[src/rtl/adc_scan_pkg.sv]
package adc_scan_pkg;

    localparam int CHAN_W    = 6;
    localparam int DIFF_LAST = 32;

    typedef enum logic [2:0] {
        A_DATA = 3'd0,
        A_SCAN = 3'd1,
        A_STAT = 3'd2,
        A_CTRL = 3'd3,
        A_MODE = 3'd4
    } reg_addr_e;

    typedef enum logic [1:0] {
        TRG_SW    = 2'd0,
        TRG_FALL  = 2'd1,
        TRG_RISE  = 2'd2,
        TRG_PACER = 2'd3
    } trig_src_e;

    typedef enum logic [1:0] {
        IEV_NONE  = 2'd0,
        IEV_ANY   = 2'd1,
        IEV_HALF  = 2'd2,
        IEV_BURST = 2'd3
    } irq_sel_e;

    typedef struct packed {
        logic [CHAN_W-1:0] last;
        logic [CHAN_W-1:0] first;
    } scan_win_t;

    typedef struct packed {
        logic     unipolar;
        logic     single_end;
        irq_sel_e irq_sel;
    } mode_t;

    typedef struct packed {
        logic      irq_en;
        trig_src_e src;
    } ctrl_t;

    typedef struct packed {
        logic [CHAN_W-1:0] chan;
        logic [15:0]       word;
    } sample_t;

    function automatic logic [15:0] conv_word(input logic [CHAN_W-1:0] ch, input int res);
        logic [31:0] raw;
        logic [31:0] mask;
        raw  = 32'(ch) * 32'd37 + 32'd5;
        mask = (32'h1 << res) - 32'h1;
        raw  = (raw & mask) << (16 - res);
        return raw[15:0];
    endfunction

endpackage

[src/rtl/adc_conv_stub.sv]
module adc_conv_stub
    import adc_scan_pkg::*;
#(
    parameter int LAT      = 4,
    parameter int RES_BITS = 12
) (
    input  logic              clk,
    input  logic              rst,
    input  logic              start,
    input  logic [CHAN_W-1:0] chan,
    output logic              busy,
    output logic              done,
    output sample_t           result
);
    localparam int CW = $clog2(LAT + 1);

    logic [CW-1:0]     cnt;
    logic [CHAN_W-1:0] chan_q;

    always_ff @(posedge clk) begin
        if (rst) begin
            busy   <= 1'b0;
            done   <= 1'b0;
            cnt    <= '0;
            chan_q <= '0;
            result <= '0;
        end else begin
            done <= 1'b0;
            if (start && !busy) begin
                busy   <= 1'b1;
                cnt    <= CW'(LAT);
                chan_q <= chan;
            end else if (busy) begin
                if (cnt == CW'(1)) begin
                    busy        <= 1'b0;
                    done        <= 1'b1;
                    result.chan <= chan_q;
                    result.word <= conv_word(chan_q, RES_BITS);
                end else begin
                    cnt <= cnt - CW'(1);
                end
            end
        end
    end

    a_r5_done_after_busy: assert property (@(posedge clk) disable iff (rst)
        done |-> $past(busy));

endmodule

[src/rtl/adc_sample_fifo.sv]
module adc_sample_fifo #(
    parameter int DEPTH = 16,
    parameter int WIDTH = 16
) (
    input  logic                       clk,
    input  logic                       rst,
    input  logic                       push,
    input  logic [WIDTH-1:0]           din,
    input  logic                       pop,
    output logic [WIDTH-1:0]           dout,
    output logic [$clog2(DEPTH+1)-1:0] count,
    output logic                       empty,
    output logic                       full
);
    localparam int AW  = $clog2(DEPTH);
    localparam int CNW = $clog2(DEPTH + 1);

    logic [WIDTH-1:0] mem [DEPTH];
    logic [AW-1:0]    wptr;
    logic [AW-1:0]    rptr;
    logic             do_push;
    logic             do_pop;

    assign empty   = (count == '0);
    assign full    = (count == CNW'(DEPTH));
    assign do_push = push && !full;
    assign do_pop  = pop && !empty;
    assign dout    = mem[rptr];

    always_ff @(posedge clk) begin
        if (do_push) mem[wptr] <= din;
    end

    always_ff @(posedge clk) begin
        if (rst) begin
            wptr  <= '0;
            rptr  <= '0;
            count <= '0;
        end else begin
            if (do_push) wptr <= wptr + AW'(1);
            if (do_pop)  rptr <= rptr + AW'(1);
            case ({do_push, do_pop})
                2'b10:   count <= count + CNW'(1);
                2'b01:   count <= count - CNW'(1);
                default: count <= count;
            endcase
        end
    end

    a_r7_no_overflow: assert property (@(posedge clk) disable iff (rst)
        (full && push && !pop) |=> (count == CNW'(DEPTH)));

    a_r7_count_bound: assert property (@(posedge clk) disable iff (rst)
        count <= CNW'(DEPTH));

endmodule

[src/rtl/adc_scan_seq.sv]
module adc_scan_seq
    import adc_scan_pkg::*;
(
    input  logic              clk,
    input  logic              rst,
    input  scan_win_t         win,
    input  logic              win_load,
    input  logic [CHAN_W-1:0] load_first,
    input  trig_src_e         src,
    input  logic              single_end,
    input  logic              sw_hit,
    input  logic              ext_trig,
    input  logic              pacer_tick,
    input  logic              conv_busy,
    output logic              start,
    output logic [CHAN_W-1:0] start_chan,
    output logic              ext_hit
);
    logic              ext_s1;
    logic              ext_s2;
    logic              rise;
    logic              fall;
    logic              trig;
    logic              fire;
    logic [CHAN_W-1:0] ptr;

    assign rise = ext_s1 && !ext_s2;
    assign fall = !ext_s1 && ext_s2;

    always_comb begin
        case (src)
            TRG_SW:    trig = sw_hit;
            TRG_FALL:  trig = fall;
            TRG_RISE:  trig = rise;
            default:   trig = pacer_tick;
        endcase
    end

    assign fire       = trig && !conv_busy;
    assign start      = fire && (single_end || (ptr <= CHAN_W'(DIFF_LAST)));
    assign start_chan = ptr;
    assign ext_hit    = fire && ((src == TRG_FALL) || (src == TRG_RISE));

    always_ff @(posedge clk) begin
        if (rst) begin
            ext_s1 <= 1'b0;
            ext_s2 <= 1'b0;
            ptr    <= '0;
        end else begin
            ext_s1 <= ext_trig;
            ext_s2 <= ext_s1;
            if (win_load)
                ptr <= load_first;
            else if (fire)
                ptr <= (ptr == win.last) ? win.first : ptr + CHAN_W'(1);
        end
    end

    a_r3_wrap_to_first: assert property (@(posedge clk) disable iff (rst)
        ($past(fire) && !$past(win_load) && ($past(ptr) == $past(win.last)))
        |-> (ptr == $past(win.first)));

endmodule

[src/rtl/adc_scan_ctrl.sv]
module adc_scan_ctrl
    import adc_scan_pkg::*;
#(
    parameter int RES_BITS   = 12,
    parameter int FIFO_DEPTH = 16,
    parameter int CONV_LAT   = 4
) (
    input  logic        clk,
    input  logic        rst,
    input  logic        bus_wr,
    input  logic        bus_rd,
    input  logic [2:0]  bus_addr,
    input  logic [15:0] bus_wdata,
    output logic [15:0] bus_rdata,
    input  logic        ext_trig,
    input  logic        pacer_tick,
    output logic        irq
);
    localparam int CNW  = $clog2(FIFO_DEPTH + 1);
    localparam int HALF = FIFO_DEPTH / 2;

    scan_win_t         win_q;
    ctrl_t             ctrl_q;
    mode_t             mode_q;
    logic              pending;
    logic              ext_flag;

    logic              wr_data, wr_scan, wr_stat, wr_ctrl, wr_mode, rd_data;
    logic              start, conv_busy, conv_done, ext_hit;
    logic [CHAN_W-1:0] start_chan;
    sample_t           conv_res;
    logic [15:0]       head;
    logic [CNW-1:0]    count;
    logic              empty, full, half;
    logic              irq_event;
    logic              unused_bits;

    assign wr_data = bus_wr && (bus_addr == A_DATA);
    assign wr_scan = bus_wr && (bus_addr == A_SCAN);
    assign wr_stat = bus_wr && (bus_addr == A_STAT);
    assign wr_ctrl = bus_wr && (bus_addr == A_CTRL);
    assign wr_mode = bus_wr && (bus_addr == A_MODE);
    assign rd_data = bus_rd && (bus_addr == A_DATA);
    assign half    = (count >= CNW'(HALF));

    assign unused_bits = ^{bus_wdata[15:14], bus_wdata[7:6], bus_wdata[4], bus_wdata[1:0]};

    adc_scan_seq u_seq (
        .clk        (clk),
        .rst        (rst),
        .win        (win_q),
        .win_load   (wr_scan),
        .load_first (bus_wdata[5:0]),
        .src        (ctrl_q.src),
        .single_end (mode_q.single_end),
        .sw_hit     (wr_data),
        .ext_trig   (ext_trig),
        .pacer_tick (pacer_tick),
        .conv_busy  (conv_busy),
        .start      (start),
        .start_chan (start_chan),
        .ext_hit    (ext_hit)
    );

    adc_conv_stub #(.LAT(CONV_LAT), .RES_BITS(RES_BITS)) u_conv (
        .clk    (clk),
        .rst    (rst),
        .start  (start),
        .chan   (start_chan),
        .busy   (conv_busy),
        .done   (conv_done),
        .result (conv_res)
    );

    adc_sample_fifo #(.DEPTH(FIFO_DEPTH), .WIDTH(16)) u_fifo (
        .clk   (clk),
        .rst   (rst),
        .push  (conv_done),
        .din   (conv_res.word),
        .pop   (rd_data),
        .dout  (head),
        .count (count),
        .empty (empty),
        .full  (full)
    );

    always_comb begin
        irq_event = 1'b0;
        if (conv_done && !full) begin
            case (mode_q.irq_sel)
                IEV_ANY:   irq_event = 1'b1;
                IEV_HALF:  irq_event = ((count + CNW'(1)) >= CNW'(HALF));
                IEV_BURST: irq_event = (conv_res.chan == win_q.last);
                default:   irq_event = 1'b0;
            endcase
        end
    end

    always_ff @(posedge clk) begin
        if (rst) begin
            win_q    <= '0;
            ctrl_q   <= '0;
            mode_q   <= '{unipolar: 1'b1, single_end: 1'b1, irq_sel: IEV_NONE};
            pending  <= 1'b0;
            ext_flag <= 1'b0;
        end else begin
            if (wr_scan) begin
                win_q.first <= bus_wdata[5:0];
                win_q.last  <= bus_wdata[13:8];
            end
            if (wr_ctrl) begin
                ctrl_q.src    <= trig_src_e'(bus_wdata[1:0]);
                ctrl_q.irq_en <= bus_wdata[7];
            end
            if (wr_mode) begin
                mode_q.irq_sel    <= irq_sel_e'(bus_wdata[3:2]);
                mode_q.single_end <= bus_wdata[5];
                mode_q.unipolar   <= bus_wdata[6];
            end
            if (irq_event)
                pending <= 1'b1;
            else if (wr_stat && bus_wdata[0])
                pending <= 1'b0;
            if (ext_hit)
                ext_flag <= 1'b1;
            else if (wr_stat && bus_wdata[1])
                ext_flag <= 1'b0;
        end
    end

    always_comb begin
        case (bus_addr)
            A_DATA:  bus_rdata = empty ? 16'h0000 : head;
            A_SCAN:  bus_rdata = {2'b00, win_q.last, 2'b00, win_q.first};
            A_STAT:  bus_rdata = {10'd0, ext_flag, pending, 1'b0, full, half, !empty};
            A_CTRL:  bus_rdata = {8'd0, ctrl_q.irq_en, 5'd0, ctrl_q.src};
            A_MODE:  bus_rdata = {9'd0, mode_q.unipolar, mode_q.single_end, 1'b0,
                                  mode_q.irq_sel, 2'b00};
            default: bus_rdata = 16'h0000;
        endcase
    end

    assign irq = pending && ctrl_q.irq_en;

    a_r9_clear_pending: assert property (@(posedge clk) disable iff (rst)
        (wr_stat && bus_wdata[0] && !irq_event) |=> !pending);

    a_r11_start_idle: assert property (@(posedge clk) disable iff (rst)
        start |-> !conv_busy);

    a_r10_diff_range: assert property (@(posedge clk) disable iff (rst)
        (start && !mode_q.single_end) |-> (start_chan <= CHAN_W'(DIFF_LAST)));

    a_r8_irq_source: assert property (@(posedge clk) disable iff (rst)
        $rose(pending) |-> $past(conv_done));

endmodule

[config.mk]
export PLATFORM = sky130hd
export DESIGN_NAME = adc_scan_ctrl
export DESIGN_NICKNAME = d
export VERILOG_FILES = /design/src/rtl/adc_scan_pkg.sv /design/src/rtl/adc_conv_stub.sv /design/src/rtl/adc_sample_fifo.sv /design/src/rtl/adc_scan_seq.sv /design/src/rtl/adc_scan_ctrl.sv
export SDC_FILE = /design/constraint.sdc
export NUM_CORES = 1
export LEC_CHECK = 0
export CELL_PAD_IN_SITES_DETAIL_PLACEMENT = 0
export CELL_PAD_IN_SITES_GLOBAL_PLACEMENT = 1
export CORE_AREA = 4 4 225 227
export CTS_BUF_LIST = sky130_fd_sc_hd__clkbuf_16
export DETAILED_ROUTE_END_ITERATION = 7
export DIE_AREA = 0 0 229 231
export GPL_TIMING_DRIVEN = 0
export PLACE_DENSITY_LB_ADDON = 0.1
export SETUP_SLACK_MARGIN = 0.3
export SKIP_LAST_GASP = 1
export SYNTH_ARGS = -nofsm -noshare
export SYNTH_HDL_FRONTEND = slang
export SYNTH_HIERARCHICAL = 1
export SYNTH_SLANG_ARGS = --single-unit
[constraint.sdc]
create_clock -name clk -period 6.7 [get_ports clk]
set_clock_uncertainty 0.05 [all_clocks]
set_input_delay 1.005 -clock clk [delete_from_list [all_inputs] [get_ports clk]]
set_output_delay 1.005 -clock clk [all_outputs]
set_load 0.02 [all_outputs]
## After elaboration in Yosys (flattened, before gate mapping)

Memories as Yosys holds them, arrays and structs flattened. A register that Yosys moved wholly into a read port is not among the register bits.
Index checks and enable logic that the tools add are counted.

| storage, ports and cells | value |
|---|---|
| memories | 1 |
| memory bits (read-only) | 0 |
| RAM bits | 192 |
| bits in latches | 0 |
| register bits | 71 |
| bits of input ports | 25 |
| word-level logic and storage cells | 114 |

| operators by class | value |
|---|---|
| multipliers | 1 |
| divide/modulo/power cells | 0 |
| $add $sub $neg | 7 |
| muxes and demuxes | 24 |
| reduce and logical (&&, ||, !) cells | 37 |
| bitwise operators | 3 |
| shift operators | 0 |
| equal/unequal tests | 16 |
| magnitude comparators | 3 |

Memory list:

| name | depth | width | rd ports | clocked after memory_dff | write ports | RTL line | RTL |
|---|---|---|---|---|---|---|---|
| u_fifo.mem | 16 | 12 | 1 | 1 | 1 | adc_sample_fifo.sv:18 | `logic [WIDTH-1:0] mem [DEPTH];` |

Operators by type and width:

| cell | number |
|---|---|
| case mux 16 bit (5 select lines) | 1 |
| 2-to-1 mux 6 bit | 3 |
| logical AND 1 bit | 17 |
| 2-to-1 mux 16 bit | 1 |
| adder 12 x 3 -> 12 bit (second input constant) | 1 |
| equality test 6 bit | 2 |
| multiplier 6 x 6 -> 12 bit (second input constant) | 1 |
| 2-to-1 mux 1 bit | 11 |
| greater-or-equal comparator 5 x 4 -> 1 bit (second input constant) | 2 |
| case mux 5 bit (2 select lines) | 1 |
| nonzero test 2 bit | 5 |
| 2-to-1 mux 3 bit | 3 |
| adder 4 x 1 -> 4 bit (second input constant) | 2 |
| equality test 2 bit (second input constant) | 4 |
| 2-to-1 mux 4 bit | 2 |
| adder 6 x 1 -> 6 bit (second input constant) | 1 |
| equality test 2 x 1 -> 1 bit (second input constant) | 3 |
| equality test 3 x 1 -> 1 bit (second input constant) | 2 |
| equality test 3 x 2 -> 1 bit (second input constant) | 2 |
| less-or-equal comparator 6 bit (second input constant) | 1 |
| case mux 1 bit (3 select lines) | 2 |
| adder 5 x 1 -> 5 bit (second input constant) | 1 |
| equality test 5 bit (second input constant) | 1 |
| zero test 1 bit | 5 |
| other kinds (13) | 17 |

## Depth between registers and ports, before layout

| logic depth | value |
|---|---|
| depth in word-level cells | 8 |
| mapped depth | 12 |
| gate-level depth less buffers | 9 |

## By module

The synthesis kept the hierarchy.

By module, submodules not included:

| module | area each (um^2) | instances | cells each |
|---|---|---|---|
| adc_sample_fifo | 10776.6 | 1 | 482 |
| adc_conv_stub | 1719.1 | 1 | 205 |
| adc_scan_ctrl | 1188.6 | 1 | 150 |
| adc_scan_seq | 721.9 | 1 | 84 |

## Worst setup path before layout

OpenSTA, ideal clock, no wires.

| path | value |
|---|---|
| path type | input port to flip-flop |
| start point | input bus_addr[1] |
| end point | register u_fifo.count[2] |
| setup slack | 2.889 ns |
| library setup time | 0.071 ns |
| cell stages on the path | 12 |
| data required time | 6.579 ns |
| buffers on the path | 3 |
| data arrival time | 3.691 ns |
| cells stage by stage | buf_2 clkbuf_1 nor4b_1 o21ai_2 inv_1 ha_1 clkbuf_1 xor2_1 ha_1 o21a_1 or4_1 a21oi_1 |

| on the way | value |
|---|---|
| longest elaborated chain between the ends | 5 |

RTL lines:

| item | RTL line | RTL |
|---|---|---|
| start: declaration | adc_scan_ctrl.sv:12 | `input logic [2:0] bus_addr,` |
| zero test 3 bit (*) | adc_scan_ctrl.sv:43 | `assign rd_data = bus_rd && (bus_addr == A_DATA);` |
| logical AND 1 bit (*) | adc_scan_ctrl.sv:43 |  |
| net rd_data | adc_scan_ctrl.sv:28 | `logic wr_data, wr_scan, wr_stat, wr_ctrl, wr_mode, rd_data;` |
| logical AND 1 bit (*) | adc_sample_fifo.sv:27 | `assign do_pop = pop && !empty;` |
| net u_fifo.do_pop | adc_sample_fifo.sv:22 | `logic do_pop;` |
| equality test 2 x 1 -> 1 bit / equality test 2 bit (equally long branches) | adc_sample_fifo.sv:42 | `case ({do_push, do_pop})` |
| case mux 5 bit (2 select lines) / nonzero test 2 bit (equally long branches) | -- |  |
| end signal: assignment | adc_sample_fifo.sv:43 | `2'b10: count <= count + CNW'(1);` |
| end signal: assignment | adc_sample_fifo.sv:44 | `2'b01: count <= count - CNW'(1);` |
| end signal: assignment | adc_sample_fifo.sv:45 | `default: count <= count;` |
| end: declaration | adc_sample_fifo.sv:11 | `output logic [$clog2(DEPTH+1)-1:0] count,` |

Mark *: on every way through the listed nets, which the timed path passes. The rest lies on a longest branch.
A chain may end at the register's enable or synchronous reset.

## Worst setup path after layout

| path | value |
|---|---|
| start point | register u_fifo.count[2] |
| end point | output bus_rdata[0] |

| on the way | value |
|---|---|
| longest elaborated chain between the ends | 3 |

RTL lines:

| item | RTL line | RTL |
|---|---|---|
| zero test 5 bit | adc_sample_fifo.sv:24 | `assign empty = (count == '0);` |
| net empty | adc_scan_ctrl.sv:34 | `logic empty, full, half;` |
| zero test 1 bit | adc_scan_ctrl.sv:135 | `A_STAT: bus_rdata = {10'd0, ext_flag, pending, 1'b0, full, half, !empty};` |
| case mux 16 bit (5 select lines) | adc_scan_ctrl.sv:132 | `case (bus_addr)` |
| end: declaration | adc_scan_ctrl.sv:14 | `output logic [15:0] bus_rdata,` |

The timed path passes the listed nets, and every way through them passes these cells.

==> load_flow_metrics.sql <==
INSERT INTO impl_metrics (metric_group, metric, value, unit) VALUES
('drt', 'drt-vias-per-instance', '4.96', ''),
('timing', 'slew_violations', '0', ''),
('cells_and_area', 'layout-drive-gt1-share', '0.190', ''),
('timing', 'timing.setup.tns', '0', 'ns'),
('die', 'die_h', '231', 'um'),
('synthesis', 'avgSynthCellArea', '15.6', 'sq um'),
('timing', 'setup_violations', '0', ''),
('placed_design', 'detailed_placement_hpwl', '28400', 'um'),
('timing', 'layout_worst_path_cycle_share', '0.734', ''),
('critical_path', 'critical_path.max_stage_delay', '0.69', 'ns'),
('synthesis', 'syn_area', '14400', 'sq um'),
('critical_path', 'category_of_cells_accounting_for_the_largest_share_of_critical_path_delay', 'buffers and inverters', ''),
('timing', 'rsz0062_at_grt', 'false', ''),
('cells_and_area', 'antenna_cells_inserted', '0', ''),
('critical_path', 'critical-path-slowest-cell', 'clkdlybuf4s50_1', ''),
('power', 'p_leak', '5.90', 'nW'),
('drt', 'first_pass_iters', '5', ''),
('clock_network', 'cts_setup_buffers', '0', ''),
('timing', 'layout_setup_ws', '1.78', 'ns'),
('die', 'rows', '81', ''),
('run_status', 'status', 'completed', ''),
('clock_network', 'worstSkewPairLatency', '0.55', 'ns'),
('power', 'cellPowerDensity', '258', 'nW/um^2'),
('clock_network', 'clkSlewWorstSetupHoldPaths', '0.06', 'ns'),
('synthesis', 'synth_warnings', '6', ''),
('power', 'peakVddDrop', '161', 'uV'),
('drt', 'drtIter0Drc', '557', ''),
('placed_design', 'port_buffers', '38', ''),
('cells_and_area', 'post-route-util', '0.355', ''),
('clock_network', 'cts_hold_buf', '0', ''),
('die', 'num_io_pins', '42', ''),
('synthesis', 'synth-main-ff-cell', 'edfxtp_1', ''),
('drt', 'drcViolationCount', '0', ''),
('clock_network', 'clock_path_buffers', '3', ''),
('die', 'die_width', '229', 'um'),
('worst_hold_path', 'min-delay-path-class', 'register to register', ''),
('synthesis', 'yosysTopAreaCell', 'edfxtp_1', ''),
('global_routing', 'maximum_number_of_pins_on_one_net_before_global_route_repair', '18', ''),
('synthesis', 'synthTopCellsByArea', 'edfxtp_1 (53%), dfxtp_1 (10%), mux4_2 (8.4%), mux4_1 (4.7%), ha_1 (3.1%)', ''),
('global_routing', 'grt_pass1_wl', '59100', 'um'),
('synthesis', 'postSynthRegisterBits', '331', ''),
('synthesis', 'asyncSetResetFlopFracSynth', '0', ''),
('drt', 'vias', '8300', ''),
('placed_design', 'dp_slack', '1.53', 'ns'),
('clock_network', 'cts.htree.levels', '2', ''),
('clock_network', 'cts_buffers', '39', ''),
('timing', 'worst_hold_margin', '0.423', 'ns'),
('critical_path', 'worstPathBufferInverterCount', '4', ''),
('drt', 'detail-route-antenna-nets', '0', ''),
('clock_network', 'cts-resized-gates', '0', ''),
('synthesis', 'yosys.area.top_type_share', '0.534', ''),
('critical_path', 'critPathCaptureType', 'primary output', ''),
('drt', 'wl', '40300', 'um'),
('critical_path', 'critical_path.max_fanout', '10', ''),
('clock_network', 'cts_tree', 'done', ''),
('timing', 'maxClockFrequency', '203', 'MHz'),
('drt', 'wl_per_cell', '24.0', 'um'),
('synthesis', 'synth_seq_area_share', '0.638', ''),
('timing', 'finalHoldViolCount', '0', ''),
('critical_path', 'worst-setup-path-type', 'register to primary output', ''),
('critical_path', 'critPathArrivalTime', '3.87', 'ns'),
('die', 'dieArea', '52900', 'sq um'),
('global_routing', 'grt_antenna_before_repair', '1', ''),
('global_routing', 'grt_overflow_total', '0', ''),
('global_routing', 'grt_usage', '0.152', ''),
('critical_path', 'cpMostUsedCell', 'buf_2', ''),
('cells_and_area', 'layout.cells.most_common', 'edfxtp_1', ''),
('clock_network', 'cts.sink_count', '331', ''),
('critical_path', 'start_kind', 'register', ''),
('synthesis', 'synth_cells', '921', ''),
('cells_and_area', 'final_cell_mix', 'edfxtp_1 (256), dfxtp_1 (75), nand2_1 (67)', '');
==> final cells by class <==
cell class / instances / area [sq um] / share of cell area
sequential: 331 / 9190 / 0.533
multi-input combinational: 515 / 4880 / 0.283
clock buffer: 39 / 976 / 0.0566
tap: 622 / 778 / 0.0451
timing repair buffer: 58 / 747 / 0.0433
buffer: 52 / 299 / 0.0173
clock inverter: 32 / 284 / 0.0165
inverter: 26 / 97.6 / 0.00566
==> synth_stat cells, drive strengths merged, types with 5 or more instances <==
cell type	n
a211o	5
a21oi	46
a221oi	5
a22o	6
a22oi	8
buf	30
clkbuf	21
dfxtp	75
edfxtp	256
ha	36
inv	26
mux2i	14
mux4	80
nand2	67
nand3	9
nand3b	8
nor2	61
nor2b	10
nor3	18
nor3b	8
nor4b	7
o211ai	9
o21a	5
o21ai	19
xnor2	12
xor2	17
==> report_power, final <==
| part | total (W) | switching, W | internal, W | leakage, nW |
|---|---|---|---|---|
| Clock | 0.00210 | 0.000868 | 0.00123 | 0.647 |
| Sequential | 0.00221 | 0.0000129 | 0.00220 | 2.99 |
| Combinational | 0.000142 | 0.0000848 | 0.0000576 | 2.26 |
==> registers in the layout, indices dropped and copies added, names as in the netlist, 3 cells and up, named ones only <==
name and flops:
u_fifo/wptr 4, mode_q 4, win_q 12, ctrl_q 3
u_fifo/count 5, u_fifo/mem 256, u_conv/chan_q 6, u_seq/start_chan 6
u_fifo/rptr 4, u_conv/result 18, u_conv/cnt 3
==> worst paths after layout <==
check / start / endpoint / slack (ns) / cells after the start
hold / removal: u_conv/result[20]$_SDFFE_PP0P_ / u_conv/result[20]$_SDFFE_PP0P_ / 0.42 / 2
setup / recovery: u_fifo/count[2]$_SDFFE_PP0P_ / bus_rdata[0] / 1.78 / 9
hold reg to reg: u_conv/result[20]$_SDFFE_PP0P_ / u_conv/result[20]$_SDFFE_PP0P_ / 0.42 / 2
setup reg to reg: u_fifo/count[2]$_SDFFE_PP0P_ / u_fifo/count[2]$_SDFFE_PP0P_ / 3.41 / 12
==> metrics by stage <==
stage	cells	total power, W	area, sq um
final	1675	0.00445	17300
after floorplan	924	0.00234	14400
after detailed placement	1604	0.00240	16000
after global placement	1584	0.00240	15600
after CTS	1675	0.00452	17300
after global routing	1675	0.00462	17300
==> layer usage <==
metal	vias to the layer above	track usage	routed length [um]
met5	-	0	0
met4	0	0.0432	891
met3	52	0.0234	1370
met2	145	0.238	18300
met1	4272	0.221	19700
li1	3831	-	-
==> tightest hold or removal path, delay by kind of cell, from the launching register on <==
kind	cells	cell delay (ns)
and+or+nand+nor	1	0.05
AOI/OAI and AO/OA	1	0.05
DFF	1	0.32
==> cells by family after synthesis <==
group                    count (synthesis)  synth area share
XOR/XNOR                                29            0.0176
AO/OA/AOI/OAI                          128            0.0615
other                                    1          0.000260
adder cells (fa/ha/maj)                 37            0.0327
buffers and inverters                   78            0.0275
flip-flops                             331             0.638
multiplexers                            95             0.143
AND/OR/NAND/NOR                        222            0.0800
Power figures use the tool's default switching activity.
